[config.mk]
export PLATFORM = sky130hd
export DESIGN_NAME = eyescan_ctrl
export DESIGN_NICKNAME = d
export VERILOG_FILES = /design/src/rtl/eyescan_pkg.sv /design/src/rtl/eyescan_start_gate.sv /design/src/rtl/eyescan_dwell_timer.sv /design/src/rtl/eyescan_err_acc.sv /design/src/rtl/eyescan_ctrl.sv
export SDC_FILE = /design/constraint.sdc
export NUM_CORES = 1
export LEC_CHECK = 0
export ABC_AREA = 0
export BUFFER_PORTS_ARGS = -buffer_cell sky130_fd_sc_hd__buf_2
export CELL_PAD_IN_SITES_DETAIL_PLACEMENT = 0
export CELL_PAD_IN_SITES_GLOBAL_PLACEMENT = 1
export CORE_MARGIN = 4
export CORE_UTILIZATION = 45
export CTS_BUF_LIST = sky130_fd_sc_hd__clkbuf_16
export DETAILED_ROUTE_END_ITERATION = 10
export PLACE_DENSITY_LB_ADDON = 0.3
export RECOVER_POWER = 100
export SLEW_MARGIN = 20
export SYNTH_ARGS = -nofsm -noshare
export SYNTH_HDL_FRONTEND = slang
export SYNTH_SLANG_ARGS = --single-unit
[constraint.sdc]
create_clock -name clk -period 8.91 [get_ports clk]
set_input_delay 0 -clock clk [delete_from_list [all_inputs] [get_ports clk]]
set_output_delay 0 -clock clk [all_outputs]
set_load 0.005 [all_outputs]
[src/rtl/eyescan_pkg.sv]
package eyescan_pkg;

  typedef enum logic [1:0] {
    ES_IDLE   = 2'd0,
    ES_DWELL  = 2'd1,
    ES_REPORT = 2'd2
  } es_state_e;

  // Lower clean bound: one step back toward the centre if the position failed.
  function automatic int low_edge(input int pos, input bit failed);
    return failed ? pos + 1 : pos;
  endfunction

  // Upper clean bound plus one, so that it stays non-negative.
  function automatic int high_edge_p1(input int pos, input bit failed);
    return failed ? pos : pos + 1;
  endfunction

  // Width between the clean bounds, clamped at zero.
  function automatic int gap_width(input int lo, input int hi_p1);
    return (hi_p1 > lo) ? hi_p1 - 1 - lo : 0;
  endfunction

endpackage

[src/rtl/eyescan_start_gate.sv]
module eyescan_start_gate (
  input  logic clk,
  input  logic rst_n,
  input  logic start_req,
  input  logic busy,
  output logic accept
);
  logic start_q;

  always_ff @(posedge clk) begin
    if (!rst_n) start_q <= 1'b0;
    else        start_q <= start_req;
  end

  assign accept = start_req & ~start_q & ~busy;
endmodule

[src/rtl/eyescan_dwell_timer.sv]
module eyescan_dwell_timer #(
  parameter int TW = 16
) (
  input  logic          clk,
  input  logic          rst_n,
  input  logic          restart,
  input  logic          run,
  input  logic [TW-1:0] len,
  output logic          last
);
  logic [TW-1:0] tcnt_q;
  logic [TW-1:0] eff_len;

  assign eff_len = (len == '0) ? TW'(1) : len;
  assign last    = run && (tcnt_q == eff_len - TW'(1));

  always_ff @(posedge clk) begin
    if (!rst_n)       tcnt_q <= '0;
    else if (restart) tcnt_q <= '0;
    else if (run)     tcnt_q <= tcnt_q + TW'(1);
  end
endmodule

[src/rtl/eyescan_err_acc.sv]
module eyescan_err_acc #(
  parameter int CW = 8
) (
  input  logic          clk,
  input  logic          rst_n,
  input  logic          clr,
  input  logic          en,
  input  logic          hit,
  output logic [CW-1:0] count
);
  logic at_max;

  assign at_max = (count == {CW{1'b1}});

  always_ff @(posedge clk) begin
    if (!rst_n)                  count <= '0;
    else if (clr)                count <= '0;
    else if (en && hit && !at_max) count <= count + CW'(1);
  end
endmodule

[src/rtl/eyescan_ctrl.sv]
module eyescan_ctrl
  import eyescan_pkg::*;
#(
  parameter int PW = 8,
  parameter int CW = 8,
  parameter int TW = 16
) (
  input  logic          clk,
  input  logic          rst_n,
  input  logic          start_req,
  input  logic          auto_mode,
  input  logic [PW-1:0] man_pos0,
  input  logic [PW-1:0] man_pos1,
  input  logic [TW-1:0] dwell_len,
  input  logic          mis0,
  input  logic          mis1,
  output logic          scan_busy,
  output logic [PW-1:0] pos0,
  output logic [PW-1:0] pos1,
  output logic [CW-1:0] cnt0,
  output logic [CW-1:0] cnt1,
  output logic          cnt0_vld,
  output logic          cnt1_vld,
  output logic [PW-1:0] aperture
);
  localparam int            LW     = PW + 1;
  localparam logic [PW-1:0] CENTER = PW'(1 << (PW - 1));
  localparam logic [PW-1:0] PMAX   = {PW{1'b1}};

  es_state_e     state_q;
  logic          mode_auto_q;
  logic [1:0]    act_q, act_n, stop, hit, acc_en, failed;
  logic [PW-1:0] p0_q, p1_q, p0_n, p1_n;
  logic [LW-1:0] lo_q, hp_q, lo_n, hp_n;
  logic [PW-1:0] ap_q;
  logic [CW-1:0] cnt [2];

  // Named internal events
  logic accept, dwell_last, acc_clr, report_evt, finish_evt;

  assign scan_busy  = (state_q != ES_IDLE);
  assign report_evt = (state_q == ES_REPORT);
  assign acc_clr    = accept | report_evt;
  assign hit        = {mis1, mis0};
  assign acc_en     = (state_q == ES_DWELL) ? act_q : 2'b00;

  eyescan_start_gate u_gate (
    .clk       (clk),
    .rst_n     (rst_n),
    .start_req (start_req),
    .busy      (scan_busy),
    .accept    (accept)
  );

  eyescan_dwell_timer #(.TW(TW)) u_timer (
    .clk     (clk),
    .rst_n   (rst_n),
    .restart (acc_clr),
    .run     (state_q == ES_DWELL),
    .len     (dwell_len),
    .last    (dwell_last)
  );

  for (genvar g = 0; g < 2; g++) begin : g_acc
    eyescan_err_acc #(.CW(CW)) u_acc (
      .clk   (clk),
      .rst_n (rst_n),
      .clr   (acc_clr),
      .en    (acc_en[g]),
      .hit   (hit[g]),
      .count (cnt[g])
    );
    assign failed[g] = (cnt[g] != '0);
  end

  // Report-cycle decisions
  always_comb begin
    stop[0] = act_q[0] & (~mode_auto_q | failed[0] | (p0_q == '0));
    stop[1] = act_q[1] & (~mode_auto_q | failed[1] | (p1_q == PMAX));
    act_n   = act_q & ~stop;
    lo_n    = stop[0] ? LW'(low_edge(int'(p0_q), failed[0])) : lo_q;
    hp_n    = stop[1] ? LW'(high_edge_p1(int'(p1_q), failed[1])) : hp_q;
    p0_n    = (act_q[0] & ~stop[0]) ? p0_q - PW'(1) : p0_q;
    p1_n    = (act_q[1] & ~stop[1]) ? p1_q + PW'(1) : p1_q;
  end

  assign finish_evt = report_evt && (act_n == 2'b00);

  always_ff @(posedge clk) begin
    if (!rst_n) begin
      state_q     <= ES_IDLE;
      mode_auto_q <= 1'b1;
      act_q       <= 2'b00;
      p0_q        <= CENTER;
      p1_q        <= CENTER;
      lo_q        <= '0;
      hp_q        <= '0;
      ap_q        <= '0;
    end else begin
      case (state_q)
        ES_IDLE: begin
          if (!auto_mode) begin
            p0_q <= man_pos0;
            p1_q <= man_pos1;
          end
          if (accept) begin
            state_q     <= ES_DWELL;
            mode_auto_q <= auto_mode;
            act_q       <= 2'b11;
            if (auto_mode) begin
              p0_q <= CENTER;
              p1_q <= CENTER;
            end
          end
        end
        ES_DWELL: begin
          if (dwell_last) state_q <= ES_REPORT;
        end
        ES_REPORT: begin
          act_q <= act_n;
          lo_q  <= lo_n;
          hp_q  <= hp_n;
          p0_q  <= p0_n;
          p1_q  <= p1_n;
          if (finish_evt) begin
            state_q <= ES_IDLE;
            ap_q    <= PW'(gap_width(int'(lo_n), int'(hp_n)));
          end else begin
            state_q <= ES_DWELL;
          end
        end
        default: state_q <= ES_IDLE;
      endcase
    end
  end

  assign pos0     = p0_q;
  assign pos1     = p1_q;
  assign cnt0     = cnt[0];
  assign cnt1     = cnt[1];
  assign cnt0_vld = report_evt & act_q[0];
  assign cnt1_vld = report_evt & act_q[1];
  assign aperture = ap_q;
endmodule

# Yosys cells after proc, flatten, opt, wreduce, memory -nomap -nowiden
# Cells that the tools add are included.
# classes
n_mux	23
add_sub_neg	10
reduce_logical	23
n_lt_le_gt_ge	1
bitwise_logic	21
n_eq_ne	10
# op_table
operator	count
2-to-1 mux 8 bit	9
2-to-1 mux 9 bit	4
one-hot mux 8 bit (2 select lines)	2
adder 8 x 1 -> 8 bit (second input constant)	3
equality test 8 bit (second input constant)	3
adder 8 x 1 -> 9 bit (second input constant)	2
adder 16 x 1 -> 16 bit (second input constant)	1
equality test 16 bit	1
zero test 16 bit	1
2-to-1 mux 16 bit	1
nonzero test 8 bit	2
subtractor 16 x 1 -> 16 bit (second input constant)	1
subtractor 8 x 1 -> 8 bit (second input constant)	2
AND reduction 2 bit	6
greater-than comparator 9 bit	1
bitwise AND 1 bit	8
zero test 8 bit	1
2-to-1 mux 2 bit	4
subtractor 8 bit	1
logical AND 1 bit	6
inverter 1 bit	6
one-hot mux 2 bit (3 select lines)	1
OR 1 bit	5
zero test 2 bit	2
11 further kinds	15
# totals
register_bits	80

# Depth between registers and ports, before layout
# logic_depth
depth_word	10
ltp_mapped	17

# By module
# A second synthesis with hierarchy kept.
# hier_totals
cells_unflattened	659
area_unflattened_um2	5315.1
# by_module_without_submodules
module	n_inst	cells_each	area_each_um2
eyescan_ctrl	1	412	3223.1
eyescan_dwell_timer	1	148	1234.9
eyescan_err_acc	2	48	409.1
eyescan_start_gate	1	3	38.8

# Worst setup path after synthesis
# No wires, ideal clock.
# synth_path
path_kind	register to register
from	register p0_q[0], in the netlist pos0[0]
to	register ap_q[6], in the netlist aperture[6]
setup_slack_ns	5.278
synth_period_minus_slack_ns	3.632
arrival_time_ns	3.516
path_stages_with_launch	18
setup_time_ns	0.117
cell_sequence	dfxtp_1 > inv_1 > ha_1 > or3b_2 > o31ai_1 > o21ai_1 > clkbuf_1 > nor2_1 > a21oi_1 > ha_1 > fa_1 > a21o_1 > a21o_1 > a21oi_1 > nor2_1 > nor2_1 > xnor2_1 > a22o_1
# synth_via
elab_chain_len	8
elab_cells_between_ends	14
# synth_rtl
item	line_no	rtl
start, declared	eyescan_ctrl.sv:33	logic [PW-1:0] p0_q, p1_q, p0_n, p1_n;
start signal, assigned	eyescan_ctrl.sv:103	p0_q <= man_pos0;
start signal, assigned	eyescan_ctrl.sv:123	p0_q <= p0_n;
parallel branches: the longest is 8 deep, another holds adder 8 x 1 -> 9 bit	n/a	
end signal, assigned	eyescan_ctrl.sv:127	ap_q <= PW'(gap_width(int'(lo_n), int'(hp_n)));
end, declared	eyescan_ctrl.sv:35	logic [PW-1:0] ap_q;
# Parallel ways; which one is timed is not known.
# A chain may end at the register's enable or synchronous reset.

# Final worst setup path
# layout_path
from	register p0_q[0], in the netlist pos0[0]
to	register ap_q[0], in the netlist aperture[0]
# The elaborated chain is that of the path after synthesis.

==> impl_metrics.toml <==
[outcome]
outcome = "complete, but fails checks"
violations = "capacitance limit, slew limit"

[die]
chipWidth_um = 112.4
initial_core_util_pct = 46.91
pin_count = 81
fp.dieArea_um2 = 12640
die-height_um = 112.4
fp-row-count = 37
core_area_um2 = 10460

[drt]
avgRoutedWirePerCell_um = 15.55
via_per_inst = 5.532
drt-total-wl_mm = 13.24
ant_nets = 0
dr.pass1.iters = 4
num_vias = 4708
drc_errors = 0
drt_iter0_markers = 273

[cells_and_area]
n_fill_cell = 1072
fin_area_um2 = 5692
syn_to_final_growth_pct = 15.96
nets = 768
multi_input_area_um2 = 3123
antennaDiodeCount = 0
drive_gt1_share_pct = 11.75
finalNonFillerCells = 851
seqCellArea_um2 = 1602

[power_and_ir_drop]
peakVddDrop_v = 0.00008677
power_density_nw_per_um2 = 147.3
power_mw = 0.8384
p_leak_nw = 2.201

[placed_design]
io_buffers = 80
post-place-cells = 830
postPlaceCellArea_um2 = 5406
dp_hpwl_mm = 9.811
routabilityCongestion = 0.8889

[sta]
report.final.setup_viol = 0
finalCritPeriodShare_pct = 53.42
drv_slew = 18
setup-tns-final_ns = 0
fmax_mhz = 210.1
max_slew.worst_pin.slew_ns = 1.825
finalHoldViolations = 0
clock_skew_ns = 0.009257
rsz0062_at_grt = "no"
min_period_ns = 4.760
slew_headroom_pct = -22.93

[grt]
grt_usage_pct = 20.99
grt_max_degree = 33
grt-ovfl-total = 0
grt_pass1_wl_mm = 22.11
grt_antenna_before_repair = 0
first_global_vias = 4481

[clock_network]
cts_buffers = 9
cts_tree = "built"
cts_sinks = 80
clk_latency_ns = 0.34
clockBufferDepth = 2
clk_pin_slew_ns = 0.07
htree_levels = 3
cts_root_buf = "clkbuf_16"
cts_setup_buffers = 0

[worst_setup_path]
crit_path_top_delay_cell = "o21ai_0"
cp_max_fo = 17
start_kind = "flip-flop"
worstSetupPathType = "reg -> reg"
path_cells = "inv_1 -> ha_1 -> or3b_2 -> o31ai_1 -> o21ai_0 -> a21oi_1 -> ha_1 -> nor2b_1 -> o21bai_1 -> a21oi_1 -> o21a_1 -> o21bai_1 -> a21oi_1 -> a22o_1"
critical_path.most_common_cell = "a21oi_1"
worst_path_largest_cell_delay_ns = 1.39
endpoint_kind = "flip-flop"
arrival_ns = 5.04
critPathBufInv = 1
crit_family = "compound AO/OA/AOI/OAI gates"
cp.required_ns = 9.19

[yosys]
synth.most_common_cell = "nor2_1"
netlist_top_cells_area = "dfxtp_1 (33%), nor2_1 (6.3%), nand2_1 (6.1%)"
synth_edf_count = 0
synth.largest_area_cell = "dfxtp_1"
yosys-top-cells-count = "nor2_1 (82), dfxtp_1 (80), nand2_1 (80)"
synth.distinct_cells = 52
ys_warn_count = 0
synth_cells = 637
async_reset_ff_share_pct = 0
netlist_area_um2 = 4908
ys_seq_area_share_pct = 32.63
ys_seq_elements = 80
synth_top_area_share_pct = 32.63
syn_nets = 695
syn_area_per_cell_um2 = 7.706
ys.flop_type = "dfxtp_1"

[flow_run]
maxCapViolCount = 1

[min_path]
hold_path.class = "in -> reg"
[per-layer routing]
metal  share of wire, %  up-vias  track usage (%)
met3                6.9       19            4.798
met4                1.6        0            4.888
met1                 47     2154            29.17
met5                  0        -                0
met2                 44      140            33.17
li1                   -     2395                -
[layout make-up]
type                       count  area share (%)
multi-input combinational    510           54.87
sequential                    80           28.14
timing repair buffer          89           7.782
clock buffer                   9           3.957
tap                          136           2.990
inverter                      20           1.319
clock inverter                 7          0.9453
[cells by family (layout without fill, tap and decap cells)]
family,after synthesis,count (layout),synth area share (%)
xor+xnor,65,65,11.60
fa+ha+maj,20,20,5.251
buf+inv,47,125,3.671
flops,80,80,32.63
mux,9,9,1.835
compound gates,144,144,18.23
simple gates,272,272,26.79
[through the flow]
step           util (%)  hold WS, ns  setup WS, ns
2_1_floorplan         -       0.1217         5.278
3_5_place_dp      51.67       0.2438         4.800
5_1_grt           54.40      0.08254         3.654
6_report          54.40      0.02476         4.150
3_3_place_gp      51.67       0.2418         4.980
4_1_cts           54.82      0.02552         4.760
[power breakdown]
part | total, mW | switching, mW | internal, mW
Sequential | 0.379 | 0.0140 | 0.365
Clock | 0.351 | 0.160 | 0.191
Combinational | 0.108 | 0.0644 | 0.0439
[state kept, by name, indices dropped and copies added, names as in the netlist]
register and count:
lo_q 9, hp_q 9, mode_auto_q 1, state_q 2, act_q 2, g_acc.u_acc.count 16
aperture 8, u_timer.tcnt_q 16, u_gate.start_q 1, pos0 8, pos1 8
[worst min-delay path: stages]
cell	delay, ns
buf_2	0.07
nand2_1	0.04
o31ai_1	0.05
a22oi_1	0.08
nor2_1	0.08
[cell usage in the layout (no fill, tap or decap), types with 3 or more instances in the layout]
| master | instances |
|---|---|
| inv_1 | 20 |
| dlygate4sd3_1 | 5 |
| nor3_1 | 13 |
| nor2b_1 | 5 |
| o31ai_1 | 7 |
| xnor2_1 | 32 |
| o221ai_1 | 3 |
| buf_2 | 59 |
| ha_1 | 19 |
| clkinvlp_4 | 3 |
| nand4_1 | 8 |
| o21a_1 | 4 |
| o21ai_0 | 38 |
| and3_1 | 7 |
| dfxtp_1 | 80 |
| o21bai_1 | 3 |
| nor2_1 | 82 |
| and2_0 | 5 |
| or4_1 | 3 |
| clkbuf_1 | 24 |
| a21o_1 | 5 |
| a22oi_1 | 8 |
| a21oi_1 | 47 |
| xor2_1 | 33 |
| nor4b_1 | 4 |
| nor4_1 | 10 |
| nand2_1 | 80 |
| a211oi_1 | 7 |
| and2_1 | 6 |
| nand3_1 | 19 |
| nor3b_1 | 3 |
| nand3b_1 | 5 |
| or3_1 | 9 |
| mux2i_1 | 9 |
| a31oi_1 | 4 |
| a22o_1 | 8 |
| clkbuf_16 | 9 |
[what timing repair did]
action,CTS,global route
hold buffers,5,0
endpoints found under the hold margin,6,0
resized for setup,0,0
[final timing paths]
check	from	endpoint	slack, ns	cells after the start
setup reg to reg	pos0[0]	aperture[0]	4.15	14
hold / removal	man_pos1[3]	pos1[3]	0.02	5
hold reg to reg	hp_q[7]	hp_q[7]	0.45	2
setup / recovery	pos0[0]	aperture[0]	4.15	14
Power figures use the tool's default switching activity.
